--- src/rtl/bsg_pkg.sv ---
package bsg_pkg;
  localparam int unsigned BURST_LEN = 4;
  localparam int unsigned BEAT_W    = $clog2(BURST_LEN);

  typedef enum logic {
    ORD_LINEAR     = 1'b0,
    ORD_INTERLEAVE = 1'b1
  } beat_order_e;

  // Offset presented for a given beat, start offset and ordering.
  function automatic logic [BEAT_W-1:0] beat_offset(
    input logic [BEAT_W-1:0] start,
    input logic [BEAT_W-1:0] beat,
    input beat_order_e       ord
  );
    if (ord == ORD_INTERLEAVE) return start ^ beat;
    return start + beat;
  endfunction
endpackage

--- src/rtl/bsg_rst_sync.sv ---
module bsg_rst_sync #(
  parameter int unsigned STAGES = 2
) (
  input  logic clk,
  input  logic rst_n,
  output logic rst_sync_n
);
  logic [STAGES-1:0] sync_q;

  always_ff @(posedge clk or negedge rst_n) begin
    if (!rst_n) sync_q <= '0;
    else        sync_q <= {sync_q[STAGES-2:0], 1'b1};
  end

  assign rst_sync_n = sync_q[STAGES-1];
endmodule

--- src/rtl/bsg_load_reg.sv ---
module bsg_load_reg #(
  parameter int unsigned ADDR_W = 16,
  parameter int unsigned BEAT_W = 2
) (
  input  logic                     clk,
  input  logic                     rst_n,
  input  logic                     ld_en,
  input  logic                     sel_d,
  input  logic [ADDR_W-1:0]        addr_d,
  output logic [ADDR_W-1:BEAT_W]   upper_q,
  output logic [BEAT_W-1:0]        start_q,
  output logic                     sel_q
);
  logic [ADDR_W-1:BEAT_W] upper_n;
  logic [BEAT_W-1:0]      start_n;
  logic                   sel_n;

  always_comb begin
    upper_n = upper_q;
    start_n = start_q;
    sel_n   = sel_q;
    if (ld_en) begin
      upper_n = addr_d[ADDR_W-1:BEAT_W];
      start_n = addr_d[BEAT_W-1:0];
      sel_n   = sel_d;
    end
  end

  always_ff @(posedge clk or negedge rst_n) begin
    if (!rst_n) begin
      upper_q <= '0;
      start_q <= '0;
      sel_q   <= 1'b0;
    end else begin
      upper_q <= upper_n;
      start_q <= start_n;
      sel_q   <= sel_n;
    end
  end
endmodule

--- src/rtl/bsg_beat_ctr.sv ---
module bsg_beat_ctr #(
  parameter int unsigned BEAT_W = 2
) (
  input  logic              clk,
  input  logic              rst_n,
  input  logic              clr,
  input  logic              step,
  output logic [BEAT_W-1:0] beat_q
);
  logic [BEAT_W-1:0] beat_n;

  always_comb begin
    beat_n = beat_q;
    if (clr)       beat_n = '0;
    else if (step) beat_n = beat_q + 1'b1;  // wraps modulo burst length
  end

  always_ff @(posedge clk or negedge rst_n) begin
    if (!rst_n) beat_q <= '0;
    else        beat_q <= beat_n;
  end
endmodule

--- src/rtl/burst_seq_gen.sv ---
module burst_seq_gen
  import bsg_pkg::*;
#(
  parameter int unsigned ADDR_W = 16
) (
  input  logic              clk,
  input  logic              rst_n,
  input  logic              adsp_n,
  input  logic              adsc_n,
  input  logic              adv_n,
  input  logic              order_il,
  input  logic              ce_n,
  input  logic              ce2,
  input  logic              ce3_n,
  input  logic [ADDR_W-1:0] addr_in,
  output logic [ADDR_W-1:0] word_addr,
  output logic              chip_sel
);
  localparam int unsigned BW = BEAT_W;

  logic                 rst_sync_n;
  logic                 proc_ld;
  logic                 ctl_ld;
  logic                 ld_en;
  logic                 step_en;
  logic                 sel_d;
  logic [ADDR_W-1:BW]   upper_q;
  logic [BW-1:0]        start_q;
  logic [BW-1:0]        beat_q;
  beat_order_e          ord;

  bsg_rst_sync #(.STAGES(2)) u_rst (
    .clk        (clk),
    .rst_n      (rst_n),
    .rst_sync_n (rst_sync_n)
  );

  // The processor strobe wins when unmasked; both strobes capture the
  // same bus, so only the qualification differs.
  always_comb begin
    proc_ld = !adsp_n && !ce_n;
    ctl_ld  = !adsc_n;
    ld_en   = proc_ld || ctl_ld;
    sel_d   = proc_ld ? (ce2 && !ce3_n) : (!ce_n && ce2 && !ce3_n);
    step_en = !ld_en && !adv_n;
    ord     = beat_order_e'(order_il);
  end

  bsg_load_reg #(.ADDR_W(ADDR_W), .BEAT_W(BW)) u_load (
    .clk     (clk),
    .rst_n   (rst_sync_n),
    .ld_en   (ld_en),
    .sel_d   (sel_d),
    .addr_d  (addr_in),
    .upper_q (upper_q),
    .start_q (start_q),
    .sel_q   (chip_sel)
  );

  bsg_beat_ctr #(.BEAT_W(BW)) u_beat (
    .clk    (clk),
    .rst_n  (rst_sync_n),
    .clr    (ld_en),
    .step   (step_en),
    .beat_q (beat_q)
  );

  assign word_addr = {upper_q, beat_offset(start_q, beat_q, ord)};
endmodule

--- config.mk ---
export PLATFORM = sky130hd
export DESIGN_NAME = burst_seq_gen
export DESIGN_NICKNAME = d
export VERILOG_FILES = /design/src/rtl/bsg_pkg.sv /design/src/rtl/bsg_rst_sync.sv /design/src/rtl/bsg_load_reg.sv /design/src/rtl/bsg_beat_ctr.sv /design/src/rtl/burst_seq_gen.sv
export SDC_FILE = /design/constraint.sdc
export NUM_CORES = 1
export LEC_CHECK = 0
export BUFFER_PORTS_ARGS = -buffer_cell sky130_fd_sc_hd__buf_2
export CAP_MARGIN = 5
export CORE_MARGIN = 2
export CORE_UTILIZATION = 40
export CTS_CLUSTER_DIAMETER = 80
export DETAILED_ROUTE_END_ITERATION = 16
export PLACE_DENSITY = 0.84
export SETUP_SLACK_MARGIN = 0.15
export SKIP_CTS_REPAIR_TIMING = 1
export SYNTH_ARGS = -nofsm -noshare
export SYNTH_HDL_FRONTEND = slang
export SYNTH_HIERARCHICAL = 1
export SYNTH_SLANG_ARGS = --single-unit
--- constraint.sdc ---
create_clock -name clk -period 0.8 [get_ports clk]
set_input_delay 0 -clock clk [delete_from_list [all_inputs] [get_ports clk]]
set_output_delay 0 -clock clk [all_outputs]
set_load 0.02 [all_outputs]
==> flow_summary.json, run 1 <==
{
  "status": "complete, but fails checks",
  "failed_checks": "hold timing, setup timing",
  "drt-initial-drc-count": 1,
  "grt_pass1_vias": 674,
  "worst-r2r-cell-count": 2,
  "nNetsFinal": 133,
  "synth_nets": 79,
  "total_power_mw": 2.39,
  "cts_sinks": 21,
  "yosys_most_used_dff": "dfrtp_1",
  "hp-start": "addr_in[11]",
  "cts_root_buf": "clkbuf_4",
  "synth_cell_types": 15,
  "synth_top_family_by_area": "multiplexers",
  "cts_max_level": 1,
  "avgSynthCellArea_um2": 16.6,
  "cts_buffers": 3,
  "port_buffers": 41,
  "synth-simple-area-share_pct": 3.27,
  "ctsLongestPathBuffers": 2,
  "crit_arrival_ps": 1270,
  "timing.rr.end": "u_load/start_q[0]$_DFFE_PN0P_",
  "clkTransAtPathRegs_ps": 110,
  "avgViaCountPerCell": 4.55,
  "synthMuxAreaShare_pct": 26.0,
  "hold_viol_final": 16,
  "setup_violations": 21,
  "tns_ps": -1740,
  "synth_adder_area_share_pct": 1.42,
  "crit_path_end_kind": "output pin",
  "synth_edf_count": 0,
  "async_flop_share_pct": 100,
  "coreArea_mm2": 0.00202,
  "num_io_pins": 42,
  "syn-cell-area_um2": 881,
  "hp-class": "primary input to flip-flop",
  "rsz0062_at_grt": "true",
  "drc": 0,
  "r2r_slack_ps": -140,
  "grt-ovfl-total": 0,
  "worstHoldPathCells": 2,
  "n_antenna_cell": 0,
  "reg2reg_from": "u_load/start_q[0]$_DFFE_PN0P_",
  "dieArea_mm2": 0.00259,
  "dpl_worst_slack_ps": -185,
  "synth-compound-area-share_pct": 2.70,
  "drive_gt1_share_pct": 75.5,
  "timing.fmax_mhz": 789,
  "fin_crit_sh_pct": 159,
  "yosysSeqAreaShare_pct": 59.7,
  "die_x_um": 50.9,
  "slew_violations": 0,
  "ant_nets": 0,
  "synth_top_area_share_pct": 59.7,
  "worst_ep_required_time_ps": 800,
  "synth_xor_area_share_pct": 2.98,
  "dr.pass1.iters": 2,
  "leakage_nw": 0.675,
  "grt_first_pass_wirelength_um": 2830,
  "synth_top_area_cell": "dfrtp_1",
  "final.setup.worst_slack_ps": -468,
  "power_per_cell_area_mw_per_mm2": 1740,
  "ys_seq_elements": 21,
  "netlist_instances": 53,
  "irDropWorstVdd_v": 0.00122,
  "yosys-top-cells-area": "dfrtp_1, mux2_4, mux2_2",
  "die_height_um": 50.9,
  "fp-row-count": 16,
  "grt_max_degree": 15,
  "path_class": "flip-flop to output pin",
  "gp_congestion": 0.609,
  "initial_core_util_pct": 43.6,
  "cp_max_fo": 2,
  "hold_ws_ps": -72.3,
  "vias": 605,
  "grtUsageTotal_pct": 14.9,
  "wl_um": 1690,
  "startpoint_type": "flip-flop",
  "dp_hpwl_um": 1370,
  "synth_common_cells": "dfrtp_1, mux2_4, mux2_2",
  "min_delay_worst_endpoint": "u_load/upper_q[11]$_DFFE_PN0P_",
  "period_needed_ps": 1270,
  "clkLatencyLatePin_ps": 290,
  "avgRoutedWirePerCell_um": 12.7,
  "cap_viol_max_count": 0,
  "area_growth_pct": 56.5,
  "tritoncts": "done",
  "yosys_warnings": 6,
  "antenna_found_initial": 0,
  "synth_most_common_cell": "dfrtp_1",
  "finalClockSkew_ps": 7.46
}
placed cells by master (no fill, tap or decap):
cell	count
xnor2_1	2
mux2_4	12
xnor2_4	1
mux2_2	5
clkinv_2	1
clkbuf_4	3
nor3b_1	1
dlygate4sd3_1	2
buf_4	7
buf_12	1
dfrtp_1	16
a21oi_2	1
nand3b_1	1
nor2b_4	1
o21ai_4	1
nor2_1	2
dfrtp_2	5
conb_1	1
buf_6	17
buf_2	24
ha_4	1
a21bo_1	1
through the flow:
| stage | instance area, µm² | std cells | hold WS [ps] | utilization, % |
|---|---|---|---|---|
| after floorplan | 935 | 53 | -296 | - |
| after global placement | 1210 | 126 | -214 | 59.7 |
| after detailed placement | 1210 | 126 | -211 | 59.7 |
| after CTS | 1230 | 130 | -546 | 61.1 |
| after global routing | 1380 | 133 | -96.7 | 68.2 |
| final | 1380 | 133 | -72.3 | 68.2 |
logic make-up (layout without fill, tap and decap cells):
family,after synthesis,count (layout)
buf+inv,2,55
fa+ha+maj,1,1
simple gates,5,5
compound gates,3,3
mux,17,17
xor+xnor,3,3
other cells,1,1
flops,21,21
metal layers:
layer,track usage [%],part of all wire (%),vias to the layer above
met5,0,0,-
met4,7.21,0.77,0
met3,3.22,5.0,2
met2,27.9,56,15
met1,15.5,38,298
li1,-,-,290
cell type report:
class / instances / area [µm²]
repair buffers: 51 / 404
multi-input cells: 30 / 382
well taps: 27 / 33.8
clock inverters: 1 / 5.00
clock buffers: 3 / 22.5
flip-flops and latches: 21 / 532
fillers: 153 / 643
worst max path at each step:
| stage | slack, ps | from | depth (start not counted) | to |
|---|---|---|---|---|
| after floorplan | -120 | u_beat/beat_q[0]$_DFFE_PN0P_ | 3 | word_addr[1] |
| after global placement | -160 | u_beat/beat_q[0]$_DFFE_PN0P_ | 4 | word_addr[1] |
| after detailed placement | -180 | u_beat/beat_q[0]$_DFFE_PN0P_ | 4 | word_addr[1] |
| after CTS | -520 | u_beat/beat_q[0]$_DFFE_PN0P_ | 4 | word_addr[1] |
| after global routing | -550 | u_load/start_q[0]$_DFFE_PN0P_ | 4 | word_addr[1] |
| final | -470 | u_load/start_q[0]$_DFFE_PN0P_ | 4 | word_addr[1] |
power by group:
group / internal [mW] / switching, mW / total [mW]
logic: 0.406 / 0.275 / 0.681
clock network: 0.186 / 0.298 / 0.484
registers: 1.16 / 0.0698 / 1.23
total: 1.75 / 0.643 / 2.39
sequential cells by signal, indices dropped and copies added (netlist names):
register	cells
u_beat/beat_q	2
u_load/sel_q	1
u_load/start_q	2
u_load/upper_q	14
u_rst/sync_q	2
critical path, cell delays in order (launching register included):
cell	delay, ps
dfrtp_1	410
ha_4	140
nor2b_4	180
xnor2_4	120
buf_6	130
(Power assumes the default switching activity.)
==> run 2, diff against run 1 <==
- SKIP_LAST_GASP: not set -> 1
- TNS_END_PERCENT: not set -> 50
==> flow_summary.json, run 2 (synthesized netlist as in run 1, its figures left out) <==
{
  "largest_reg_flops": 14,
  "die_height_um": 50.9,
  "grt_pass1_vias": 622,
  "dieArea_mm2": 0.00259,
  "slowest_delay_ps": 430,
  "finalClockSkew_ps": 1.84,
  "timing.fmax_mhz": 769,
  "grtUsageTotal_pct": 14.5,
  "grt_first_pass_wirelength_um": 2790,
  "slew_violations": 0,
  "dp_hpwl_um": 1270,
  "vias": 606,
  "fp-row-count": 16,
  "leakage_nw": 0.666,
  "die_x_um": 50.9,
  "irDropWorstVdd_v": 0.00131,
  "drt-initial-drc-count": 1,
  "cts_root_buf": "clkbuf_4",
  "setup_violations": 21,
  "tritoncts": "done",
  "num_io_pins": 42,
  "hold_viol_final": 16,
  "startpoint_type": "flip-flop",
  "cp_max_fo": 2,
  "clkLatencyLatePin_ps": 290,
  "failed_checks": "hold timing, setup timing",
  "fin_cells": 132,
  "cts_max_level": 1,
  "crit_slowest_cell": "dfrtp_1",
  "crit_arrival_ps": 1300,
  "ctsLongestPathBuffers": 2,
  "avgRoutedWirePerCell_um": 13.5,
  "cts_buffers": 3,
  "hold_ws_ps": -66.3,
  "worstHoldPathCells": 2,
  "ant_nets": 0,
  "area_growth_pct": 54.1,
  "utilization_pct": 67.1,
  "fin_crit_sh_pct": 163,
  "regMostFlops": "u_load/upper_q",
  "path_class": "flip-flop to output pin",
  "status": "complete, but fails checks",
  "grt-ovfl-total": 0,
  "crit_path_end_kind": "output pin",
  "initial_core_util_pct": 43.6,
  "path_cells": "ha_4, nor2b_4, xnor2_4, buf_6",
  "cts_sinks": 21,
  "period_needed_ps": 1300,
  "wl_um": 1790,
  "n_antenna_cell": 0,
  "final_common_cell": "buf_2",
  "placed_cells": 125,
  "clkTransAtPathRegs_ps": 100,
  "dpl_worst_slack_ps": -189,
  "avgViaCountPerCell": 4.59,
  "final.setup.worst_slack_ps": -500,
  "power_per_cell_area_mw_per_mm2": 1740,
  "drive_gt1_share_pct": 70.5,
  "coreArea_mm2": 0.00202,
  "worst_ep_required_time_ps": 800,
  "cap_viol_max_count": 0,
  "hp-class": "primary input to flip-flop",
  "mostFrequentLayoutCells": "buf_2, dfrtp_1, buf_6",
  "dr.pass1.iters": 2,
  "drc": 0,
  "rsz0062_at_grt": "true",
  "grt_max_degree": 21,
  "worst-r2r-cell-count": 4,
  "tns_ps": -1750,
  "port_buffers": 41,
  "antenna_found_initial": 0,
  "gp_congestion": 0.657,
  "nNetsFinal": 132
}
run 2: changes by cell type in the layout (fill, tap and decap cells not counted), sizes merged:
cell    before  now
buf         49   48
clkbuf       3    4
clkinv       1    0
run 2: worst paths after layout:
kind                            slack (ps)                    startpoint                       endpoint
worst max-delay path                  -500  u_beat/beat_q[0]$_DFFE_PN0P_                   word_addr[1]
worst min-delay path                   -70                    addr_in[7]  u_load/upper_q[7]$_DFFE_PN0P_
worst max register to register        -270  u_beat/beat_q[0]$_DFFE_PN0P_   u_beat/beat_q[1]$_DFFE_PN0P_
worst min register to register         170     u_rst/sync_q[1]$_DFF_PN0_  u_load/upper_q[2]$_DFFE_PN0P_
max in group asynchronous              160                         rst_n      u_rst/sync_q[1]$_DFF_PN0_
min in group asynchronous              170     u_rst/sync_q[1]$_DFF_PN0_  u_load/upper_q[2]$_DFFE_PN0P_
run 2: area by class of cell:
cell class / count / area, µm²
Clock buffer: 4 / 26.3
Fill cell: 157 / 664
Multi-Input combinational cell: 30 / 382
Sequential cell: 21 / 526
Tap cell: 27 / 33.8
Timing Repair Buffer: 50 / 390
run 2: through the flow:
stage	total power [mW]	area, µm²	hold slack [ps]
after floorplan	1.57	921	-296
after global placement	1.75	1190	-213
after detailed placement	1.77	1190	-213
after CTS	2.26	1210	-540
after global routing	2.51	1360	-91.8
final	2.37	1360	-66.3
run 2: power by group:
group          internal, mW  total, mW  switching (mW)
clock network         0.193      0.474           0.280
registers              1.15       1.22          0.0705
logic                 0.391      0.669           0.279
run 2: layer usage:
layer	share of wire, %	global-route usage, %
met5	0	0
met4	0	4.05
met3	3.4	2.63
met2	57	25.8
met1	40	18.0
run 2: worst max-delay path, delay by kind of cell, from the launching register on:
kind	cells	cell delay (ps)
flops	1	430
simple gates	1	130
fa+ha+maj	1	170
xor+xnor	1	150
buf+inv	1	130
